**src/rtl/smb_pkg.sv**
```systemverilog
package smb_pkg;
   localparam int BYTE_W = 8;
   localparam int MEM_AW = 8;
   localparam logic [3:0] DEV_TYPE = 4'b1010;

   typedef enum logic [3:0] {
      ST_IDLE,
      ST_ADDR,
      ST_ADDR_ACK,
      ST_CMD,
      ST_CMD_ACK,
      ST_WDATA,
      ST_WDATA_ACK,
      ST_RDATA,
      ST_RDATA_ACK,
      ST_WAIT
   } smb_state_e;
endpackage

```
**src/rtl/smb_sync.sv**
```systemverilog
module smb_sync #(
   parameter int   STAGES    = 2,
   parameter logic RESET_VAL = 1'b1
) (
   input  logic clk,
   input  logic rst_n,
   input  logic d_i,
   output logic q_o
);
   if (STAGES < 2) begin : g_bad_stages
      $error("smb_sync: STAGES must be at least 2");
   end

   logic [STAGES-1:0] chain;

   always_ff @(posedge clk or negedge rst_n) begin
      if (!rst_n) chain <= {STAGES{RESET_VAL}};
      else        chain <= {chain[STAGES-2:0], d_i};
   end

   assign q_o = chain[STAGES-1];
endmodule

```
**src/rtl/smb_bus_events.sv**
```systemverilog
module smb_bus_events (
   input  logic clk,
   input  logic rst_n,
   input  logic scl_s,
   input  logic sda_s,
   output logic scl_rise,
   output logic scl_fall,
   output logic start_det,
   output logic stop_det
);
   logic scl_d, sda_d;

   always_ff @(posedge clk or negedge rst_n) begin
      if (!rst_n) begin
         scl_d <= 1'b1;
         sda_d <= 1'b1;
      end else begin
         scl_d <= scl_s;
         sda_d <= sda_s;
      end
   end

   assign scl_rise  = scl_s & ~scl_d;
   assign scl_fall  = ~scl_s & scl_d;
   assign start_det = scl_s & scl_d & sda_d & ~sda_s;
   assign stop_det  = scl_s & scl_d & ~sda_d & sda_s;
endmodule

```
**src/rtl/smb_store.sv**
```systemverilog
module smb_store #(
   parameter int   AW       = 8,
   parameter int   DW       = 8,
   parameter int   ROM_MULT = 3,
   parameter logic [7:0] ROM_KEY = 8'h5A
) (
   input  logic          clk,
   input  logic          rst_n,
   input  logic          we,
   input  logic [AW-1:0] waddr,
   input  logic [DW-1:0] wdata,
   input  logic [AW-1:0] raddr,
   output logic [DW-1:0] rdata
);
   localparam int HALF = 1 << (AW - 1);
   localparam int IW   = AW - 1;

   if (AW < 2) begin : g_bad_aw
      $error("smb_store: AW must be at least 2");
   end

   logic [DW-1:0] rom   [HALF];
   logic [DW-1:0] sram  [HALF];

   for (genvar i = 0; i < HALF; i++) begin : g_rom
      assign rom[i] = DW'(i * ROM_MULT + int'(ROM_KEY));
   end

   always_ff @(posedge clk or negedge rst_n) begin
      if (!rst_n) begin
         for (int k = 0; k < HALF; k++) sram[k] <= '0;
      end else if (we) begin
         sram[waddr[IW-1:0]] <= wdata;
      end
   end

   logic unused_waddr_msb;
   assign unused_waddr_msb = waddr[AW-1];

   assign rdata = raddr[AW-1] ? sram[raddr[IW-1:0]] : rom[raddr[IW-1:0]];
endmodule

```
**src/rtl/smb_settle_timer.sv**
```systemverilog
module smb_settle_timer #(
   parameter int CYCLES = 2000
) (
   input  logic clk,
   input  logic rst_n,
   input  logic kick,
   output logic busy
);
   localparam int CW = $clog2(CYCLES + 1);

   if (CYCLES < 2) begin : g_bad_cycles
      $error("smb_settle_timer: CYCLES must be at least 2");
   end

   logic [CW-1:0] cnt;

   always_ff @(posedge clk or negedge rst_n) begin
      if (!rst_n)          cnt <= '0;
      else if (kick)       cnt <= CW'(CYCLES);
      else if (cnt != '0)  cnt <= cnt - 1'b1;
   end

   assign busy = (cnt != '0);
endmodule

```
**src/rtl/smb_dual_mem_slave.sv**
```systemverilog
module smb_dual_mem_slave
   import smb_pkg::*;
#(
   parameter int   SYNC_STAGES   = 2,
   parameter int   SETTLE_CYCLES = 2000,
   parameter int   ROM_MULT      = 3,
   parameter logic [7:0] ROM_KEY = 8'h5A
) (
   input  logic       clk,
   input  logic       rst_n,
   input  logic       scl_i,
   input  logic       sda_i,
   input  logic [2:0] strap_i,
   output logic       sda_oe_o,
   output logic       busy_o
);
   localparam logic [3:0] BITS = 4'd8;
   localparam int         TOPB = BYTE_W - 1;

   logic scl_s, sda_s;
   logic scl_rise, scl_fall, start_det, stop_det;

   smb_sync #(.STAGES(SYNC_STAGES), .RESET_VAL(1'b1)) i_scl_sync (
      .clk(clk), .rst_n(rst_n), .d_i(scl_i), .q_o(scl_s));
   smb_sync #(.STAGES(SYNC_STAGES), .RESET_VAL(1'b1)) i_sda_sync (
      .clk(clk), .rst_n(rst_n), .d_i(sda_i), .q_o(sda_s));

   smb_bus_events i_events (
      .clk(clk), .rst_n(rst_n), .scl_s(scl_s), .sda_s(sda_s),
      .scl_rise(scl_rise), .scl_fall(scl_fall),
      .start_det(start_det), .stop_det(stop_det));

   smb_state_e        state;
   logic [3:0]        bitcnt;
   logic [BYTE_W-1:0] rx_sh, tx_sh, cmd_q, wdata_q;
   logic              rw_q, mem_we;
   logic [BYTE_W-1:0] rd_data;
   logic              rx_phase, byte_done, addr_hit;

   smb_store #(.AW(MEM_AW), .DW(BYTE_W), .ROM_MULT(ROM_MULT), .ROM_KEY(ROM_KEY)) i_store (
      .clk(clk), .rst_n(rst_n), .we(mem_we), .waddr(cmd_q), .wdata(wdata_q),
      .raddr(cmd_q), .rdata(rd_data));

   smb_settle_timer #(.CYCLES(SETTLE_CYCLES)) i_timer (
      .clk(clk), .rst_n(rst_n), .kick(mem_we), .busy(busy_o));

   assign rx_phase  = (state == ST_ADDR) || (state == ST_CMD) || (state == ST_WDATA);
   assign byte_done = scl_fall && (bitcnt == BITS);
   assign addr_hit  = (rx_sh[TOPB:1] == {DEV_TYPE, strap_i}) && !busy_o;

   always_ff @(posedge clk or negedge rst_n) begin
      if (!rst_n) begin
         state    <= ST_IDLE;
         bitcnt   <= '0;
         rx_sh    <= '0;
         tx_sh    <= '0;
         cmd_q    <= '0;
         wdata_q  <= '0;
         rw_q     <= 1'b0;
         mem_we   <= 1'b0;
         sda_oe_o <= 1'b0;
      end else begin
         mem_we <= 1'b0;
         if (stop_det) begin
            state    <= ST_IDLE;
            sda_oe_o <= 1'b0;
         end else if (start_det) begin
            state    <= ST_ADDR;
            bitcnt   <= '0;
            sda_oe_o <= 1'b0;
         end else begin
            if (rx_phase && scl_rise) begin
               rx_sh  <= {rx_sh[TOPB-1:0], sda_s};
               bitcnt <= bitcnt + 1'b1;
            end
            case (state)
               ST_ADDR: if (byte_done) begin
                  bitcnt <= '0;
                  if (addr_hit) begin
                     rw_q     <= rx_sh[0];
                     sda_oe_o <= 1'b1;
                     state    <= ST_ADDR_ACK;
                  end else begin
                     state <= ST_WAIT;
                  end
               end
               ST_ADDR_ACK: if (scl_fall) begin
                  bitcnt <= '0;
                  if (rw_q) begin
                     tx_sh    <= rd_data;
                     sda_oe_o <= ~rd_data[TOPB];
                     state    <= ST_RDATA;
                  end else begin
                     sda_oe_o <= 1'b0;
                     state    <= ST_CMD;
                  end
               end
               ST_CMD: if (byte_done) begin
                  bitcnt   <= '0;
                  cmd_q    <= rx_sh;
                  sda_oe_o <= 1'b1;
                  state    <= ST_CMD_ACK;
               end
               ST_CMD_ACK: if (scl_fall) begin
                  sda_oe_o <= 1'b0;
                  state    <= ST_WDATA;
               end
               ST_WDATA: if (byte_done) begin
                  bitcnt   <= '0;
                  wdata_q  <= rx_sh;
                  mem_we   <= cmd_q[TOPB];
                  sda_oe_o <= 1'b1;
                  state    <= ST_WDATA_ACK;
               end
               ST_WDATA_ACK: if (scl_fall) begin
                  sda_oe_o <= 1'b0;
                  state    <= ST_WAIT;
               end
               ST_RDATA: if (scl_fall) begin
                  if (bitcnt == 4'd7) begin
                     sda_oe_o <= 1'b0;
                     state    <= ST_RDATA_ACK;
                  end else begin
                     tx_sh    <= {tx_sh[TOPB-1:0], 1'b0};
                     sda_oe_o <= ~tx_sh[TOPB-1];
                     bitcnt   <= bitcnt + 1'b1;
                  end
               end
               ST_RDATA_ACK: if (scl_fall) state <= ST_WAIT;
               default: ;
            endcase
         end
      end
   end
endmodule

```
**config.mk**
```make
export PLATFORM = sky130hd
export DESIGN_NAME = smb_dual_mem_slave
export DESIGN_NICKNAME = d
export VERILOG_FILES = /design/src/rtl/smb_pkg.sv /design/src/rtl/smb_sync.sv /design/src/rtl/smb_bus_events.sv /design/src/rtl/smb_store.sv /design/src/rtl/smb_settle_timer.sv /design/src/rtl/smb_dual_mem_slave.sv
export SDC_FILE = /design/constraint.sdc
export NUM_CORES = 2
export LEC_CHECK = 0
export ABC_AREA = 1
export BUFFER_PORTS_ARGS = -buffer_cell sky130_fd_sc_hd__buf_4
export CAP_MARGIN = 15
export CORE_UTILIZATION = 58
export DETAILED_ROUTE_END_ITERATION = 12
export PLACE_DENSITY = 0.78
export SLEW_MARGIN = 20
export SYNTH_ARGS = -nofsm -noshare
export SYNTH_HDL_FRONTEND = slang
export SYNTH_HIERARCHICAL = 1
export SYNTH_SLANG_ARGS = --single-unit
export TNS_END_PERCENT = 20
```
**constraint.sdc**
```tcl
create_clock -name clk -period 2.44 [get_ports clk]
set_input_delay 0.122 -clock clk [delete_from_list [all_inputs] [get_ports clk]]
set_output_delay 0.122 -clock clk [all_outputs]
set_load 0.005 [all_outputs]
```
**After elaboration in Yosys (flattened, before gate mapping)**

Memory sizes are Yosys's and may differ from the RTL's.
Cells that the tools add are included.

- Add/sub/neg operators: 2
- $mul: 0
- Div/mod/pow operators: 0
- $lt $le $gt $ge: 2
- Eq/ne operators: 26
- Shift operators: 0
- Muxes and demuxes: 51
- Bitwise operators: 16
- Reduce and logical (&&, ||, !) cells: 23

Operators with widths:

| kind | number |
|---|---|
| $bwmux 1024 | 1 |
| $mux 4 | 17 |
| $bmux 8 s7 | 1 |
| $demux 8 s7 | 1 |
| $mux 8 | 6 |
| $ne 4x2->1 const B | 8 |
| $mux 7 | 4 |
| $pmux 4 s7 | 1 |
| $mux 11 | 2 |
| $eq 4x3->1 const B | 5 |
| $mux 1 | 14 |
| $pmux 7 s2 | 1 |
| $reduce_and 7->1 | 2 |
| $ne 4x1->1 const B | 3 |
| $pmux 4 s3 | 1 |
| $reduce_bool 11->1 | 1 |
| $sub 11x1->11 const B | 1 |
| $reduce_and 9->1 | 1 |
| $reduce_bool 9->1 | 1 |
| $eq 4x2->1 const B | 2 |
| $eq 4x4->1 const B | 2 |
| $ge 8x8->1 const B | 1 |
| $lt 8x1->1 const B | 1 |
| $ne 2x2->1 const B | 4 |
| 18 further kinds | 39 |

- Flip-flop bits (word level): 1083
- Latch bits: 0
- Bits in writable memories: 0
- ROM bits: 1024
- Bits of input ports: 7
- Output and inout port bits: 2
- Word-level logic and storage cells: 263
- Memories: 1

Memory list:

| name | depth | bits a word | read ports | clocked after memory_dff | wr ports | line | RTL |
|---|---|---|---|---|---|---|---|
| (name not given) | 128 | 8 | 1 | 0 | 0 | smb_store.sv:40 | `assign rdata = raddr[AW-1] ? sram[raddr[IW-1:0]] : rom[raddr[IW-1:0]];` |

**Logic depth before layout (Yosys ltp)**

- Depth in word-level cells: 11
- Gate-level depth with buffers: 23
- Mapped depth without buffers: 21

**By module**

The synthesis kept the hierarchy.

By module, submodules not included:

| module | instances | cells each | area an instance (sq um) | sequential area each (sq um) |
|---|---|---|---|---|
| smb_store | 1 | 6466 | 48920.7 | 25624.6 |
| smb_dual_mem_slave | 1 | 311 | 2284.7 | 1051.0 |
| smb_settle_timer | 1 | 91 | 661.9 | 275.3 |
| smb_sync | 2 | 2 | 52.6 | 52.6 |
| smb_bus_events | 1 | 13 | 93.8 | 52.6 |

**Least setup slack after synthesis**

OpenSTA, ideal clock, no wires.

- Kind: register to register
- From: reg cmd_q[1]
- To: reg tx_sh[6]
- Setup time: 116 ps
- Data arrival time: 2435 ps
- Required time: 2324 ps
- Setup slack: -111 ps
- Stages on the path, launching flop included: 17
- Path buffers: 3
- Clock period less this slack: 2551 ps
- Cells stage by stage: dfrtp_1 buf_2 inv_2 buf_2 buf_2 ha_1 or2_2 o21ai_0 inv_1 o21ai_0 o21ai_0 nor2_1 nor2_1 nand2_1 o21ai_0 nand2_1 nand2_1

- Cells in the longest elaborated chain, start to end: 8
- Elaborated cells on any way between the ends: 11
- Classes of those cells: 9 x mux; 1 x bitwise; 1 x memory

Ends and longest elaborated chain:

| element | line | RTL |
|---|---|---|
| start: declaration | smb_dual_mem_slave.sv:35 | `logic [BYTE_W-1:0] rx_sh, tx_sh, cmd_q, wdata_q;` |
| start signal: assignment | smb_dual_mem_slave.sv:100 | `cmd_q <= rx_sh;` |
| $not 7->8 (implied by the code) (*) | smb_store.sv:40 |  |
| $mem_v2 128x8 / $bmux 8 s7 (equally long branches) | -- |  |
| $mux 8 (implied by the code) (2 in a row) | smb_store.sv:40 |  |
| $mux 8 (*) | smb_store.sv:40 |  |
| named net rd_data[6] | smb_dual_mem_slave.sv:37 | `logic [BYTE_W-1:0] rd_data;` |
| $mux 7 (*) | smb_dual_mem_slave.sv:89 | `if (rw_q) begin` |
| $mux 7 (*) | smb_dual_mem_slave.sv:87 | `ST_ADDR_ACK: if (scl_fall) begin` |
| $pmux 7 s2 (*) | smb_dual_mem_slave.sv:76 | `case (state)` |
| end signal: assignment | smb_dual_mem_slave.sv:90 | `tx_sh <= rd_data;` |
| end signal: assignment | smb_dual_mem_slave.sv:124 | `tx_sh <= {tx_sh[TOPB-1:0], 1'b0};` |
| end: declaration | smb_dual_mem_slave.sv:35 |  |

Mark *: on every way through the listed nets, which the timed path passes. The rest lies on a longest branch. The select of a mux whose other input is x is not followed.
A chain may end at the register's enable or synchronous reset.

**Final worst setup path**

- From: reg cmd_q[0]
- To: reg sda_oe_o

- Cells in the longest elaborated chain, start to end: 11
- Elaborated cells on any way between the ends: 14
- Classes of those cells: 11 x mux; 2 x bitwise; 1 x memory

Ends and longest elaborated chain:

| element | line | RTL |
|---|---|---|
| $not 7->8 (implied by the code) (*) | smb_store.sv:40 |  |
| $mem_v2 128x8 / $bmux 8 s7 (equally long branches) | -- |  |
| $mux 8 (implied by the code) (2 in a row) | smb_store.sv:40 |  |
| $mux 8 (*) | smb_store.sv:40 |  |
| named net rd_data[7] | smb_dual_mem_slave.sv:37 |  |
| $not 1->1 (*) | smb_dual_mem_slave.sv:91 | `sda_oe_o <= ~rd_data[TOPB];` |
| $mux 1 (*) | smb_dual_mem_slave.sv:89 |  |
| $mux 1 (*) | smb_dual_mem_slave.sv:87 |  |
| $pmux 1 s5 (*) | smb_dual_mem_slave.sv:76 |  |
| $mux 1 (*) | smb_dual_mem_slave.sv:67 | `end else if (start_det) begin` |
| $mux 1 (*) | smb_dual_mem_slave.sv:64 | `if (stop_det) begin` |
| end signal: assignment | smb_dual_mem_slave.sv:91 |  |
| end signal: assignment | smb_dual_mem_slave.sv:125 | `sda_oe_o <= ~tx_sh[TOPB-1];` |
| end: declaration | smb_dual_mem_slave.sv:14 | `output logic sda_oe_o,` |

Marks and branches as above.

==> impl_metrics.yaml <==
sta:
  slew_headroom_pct: 41.53
  clock.fmax_ghz: 0.3640
  tightest_slew_ns: 0.8771
  period_needed_ns: 2.747
  finalMaxSlewViolations: 0
  hold_viol: 0
  skew_ns: 0.01955
  setup_viol: 375
  post-route-period-util_pct: 112.6
  setup_ws_ns: -0.3074
  whs_ns: 0.03154
  rsz0062_at_grt: "yes"
  fin_tns_setup_ns: -39.57
die:
  die_w_um: 301.6
  rows: 109
  initial_core_util_pct: 58.73
  io_pins: 9
  dieArea_mm2: 0.09097
  die_height_um: 301.6
  core_area_mm2: 0.08865
grt:
  grt_max_degree: 110
  grt_pass1_vias: 46160
  grt_pass1_wl_um: 262100
  grt.total_usage_pct: 37.25
  antenna_found_initial: 1
  gr-total-overflow: 0
route:
  drcViolationCount: 1
  post_drt_wl_per_cell_um: 20.63
  drt-pass1-iter-count: 10
  first_iter_violations: 6383
  vias: 48810
  ant_nets: 0
  avgViaCountPerCell: 5.834
  totalWireLength_um: 172600
min_path:
  min-delay-path-class: "primary input to register"
placement:
  dp_slack_ns: -0.6004
  port_buffers: 8
  routabilityCongestion: 1.035
  hpwl_um: 107600
run:
  max_cap_violations: 0
pwr:
  swShare_pct: 29.03
  p_sw_mw: 13.12
  power_frac_seq_pct: 40.7
  power_density_mw_per_mm2: 716.5
  p_leak_nw: 29.56
  intPower_mw: 32.07
  pwr-share-comb_pct: 19.2
  vdd_drop_max_mv: 0.6499
  pwr-share-clk_pct: 40.0
yosys:
  ys_ff_latch: 1083
  syn-instance-count: 6885
  postSynthAreaPerCell_um2: 7.562
  yosysUniqueCellTypes: 39
  synth_top_cell_area_share_pct: 51.76
  syn_nets: 6899
  synth_top_area_cell: "dfrtp_1"
  ys_seq_area_share_pct: 52.07
  synthTopCellsByArea: "dfrtp_1 (52%), nand2_1 (16%), o21ai_0 (12%), nor2_1 (5.2%), inv_1 (3.7%)"
  synth_warnings: 6
  synthesis.area_mm2: 0.05207
status:
  status: "finished with violations"
  violations: "design-rule violations, negative setup slack"
clock_network:
  clock_latency_ns: 0.70
  cts_made_buffers: 112
  clk_pin_slew_ns: 0.06
  cts_tree: "built"
  cts.path.max_buffers: 3
  clock-sinks: 1083
  cts_root_buf: "clkbuf_16"
  h-tree-depth: 3
final_layout:
  post-route-util_pct: 71.15
  layout_commonest_cell: "nand2_1"
  mostFrequentLayoutCells: "nand2_1 (2109), o21ai_0 (1111), dfrtp_1 (1074)"
  drive_gt1_share_pct: 15.98
  nNetsFinal: 7121
  antenna_cells: 0
  area_growth_pct: 21.14
worst_setup_path:
  path_class: "register to register"
  cp_max_fo: 6
  reg2regPathDepth: 20
  r2r-end: "sda_oe_o$_DFFE_PN0P_"
  endpoint: "sda_oe_o$_DFFE_PN0P_"
  crit_start: "cmd_q[0]$_DFFE_PN0P_"
  rr_startpoint: "cmd_q[0]$_DFFE_PN0P_"
  crit_path_end_kind: "register"
  arrival_ns: 3.34
  cp-start-kind: "register"
  required_ns: 3.03
  r2r_setup_slack_ns: -0.31
==> synthesized netlist by cell type (all sizes together) <==
cell type     n
nand2      2308
o21ai      1328
dfrtp      1077
nor2        745
inv         523
clkbuf      281
nand3       229
buf         168
a21oi        64
nor3         52
o211ai       45
or2          23
clkinv       11
ha            7
dfstp         6
nor4          6
nand4         5
a211oi        1
a311oi        1
a31oi         1
nand3b        1
o22ai         1
o31ai         1
xor2          1
==> per-stage QoR <==
step | total power [mW] | std cells | instance area (um2)
after CTS | 44.89 | 8324 | 61280
after detailed placement | 26.29 | 8080 | 56230
after global placement | 26.16 | 8080 | 56230
after floorplan | 23.31 | 6885 | 52070
after global routing | 46.80 | 8366 | 63070
final | 45.19 | 8366 | 63070
==> worst min-delay path by stage <==
stage	slack, ns	depth (start not counted)	startpoint	to
2_1_floorplan	-0.17	0	rst_n	bitcnt[0]$_DFFE_PN0N_
3_5_place_dp	0.06	1	rst_n	i_store/sram[962]$_DFFE_PN0P_
3_3_place_gp	0.06	1	rst_n	i_store/sram[970]$_DFFE_PN0P_
4_1_cts	0.01	9	strap_i[2]	rw_q$_DFFE_PN0P_
5_1_grt	0.07	2	sda_i	i_sda_sync/chain[0]$_DFF_PN1_
6_report	0.03	9	strap_i[2]	rw_q$_DFFE_PN0P_
==> power groups by stage <==
stage / clock, mW / sequential [mW] / combinational [mW]
floorplan: 0 / 18.7 / 4.64
global placement: 0 / 18.7 / 7.45
detailed placement: 0 / 18.7 / 7.56
CTS: 18.2 / 18.4 / 8.29
global route: 18.9 / 18.4 / 9.45
finish: 18.1 / 18.4 / 8.68
==> per-layer routing <==
layer / vias up / GRT usage (%) / part of all wire [%] / routed length, um
li1: 22200 / - / - / -
met5: - / 0 / 0.0081 / 14
met3: 533 / 6.484 / 10 / 17540
met4: 2 / 19.88 / 5.7 / 9835
met1: 23370 / 50.43 / 39 / 66990
met2: 2702 / 57.46 / 45 / 78180
==> kinds of logic (layout without fill, tap and decap cells) <==
kind of cell / count (synthesis) / count (layout) / synth area share [%]
xor+xnor: 1 / 1 / 0.01682
fa+ha+maj: 7 / 7 / 0.1682
flops: 1083 / 1083 / 52.07
compound gates: 1442 / 1442 / 14.12
simple gates: 3369 / 3376 / 25.90
buf+inv: 983 / 1292 / 7.731
==> final cells by class <==
type,count,area [um2]
inverter,534,2074
multi-input combinational,4826,22380
clock inverter,47,593.1
fill,6561,25570
sequential,1083,27120
tap,1165,1458
clock buffer,161,3299
timing repair inverter,1,11.26
timing repair buffer,549,6140
==> critical path, stage by stage, from the launching register on <==
cell     delay, ns
dfrtp_4       0.58
buf_12        0.17
buf_16        0.13
buf_6         0.17
nand2_1       0.08
nand2_1       0.05
o21ai_0       0.10
buf_4         0.15
nand2_1       0.05
nand2_1       0.08
nand3_1       0.08
nand3_2       0.12
nand2_1       0.07
nor2_2        0.15
nor2_4        0.06
nor2_4        0.18
o21ai_1       0.11
nor2_1        0.11
nand3_1       0.08
nand2_1       0.08
nor2_1        0.05
==> repair_timing <==
item | CTS | global route
pin swaps | 44 | 69
hold buffers | 6 | 0
resized for setup | 180 | 453
buffers inserted | 22 | 27
setup endpoints to repair | 51 | 535
gates cloned | 10 | 19
hold endpoints to repair | 631 | 0
==> state kept, by name, indices dropped and copies added, names as in the netlist, 2 cells and up <==
register,count
i_sda_sync/chain,2
cmd_q,8
wdata_q,8
tx_sh,7
i_store/sram,1024
i_timer/cnt,11
rx_sh,8
state,4
i_scl_sync/chain,2
bitcnt,4
(Power assumes the default switching activity.)
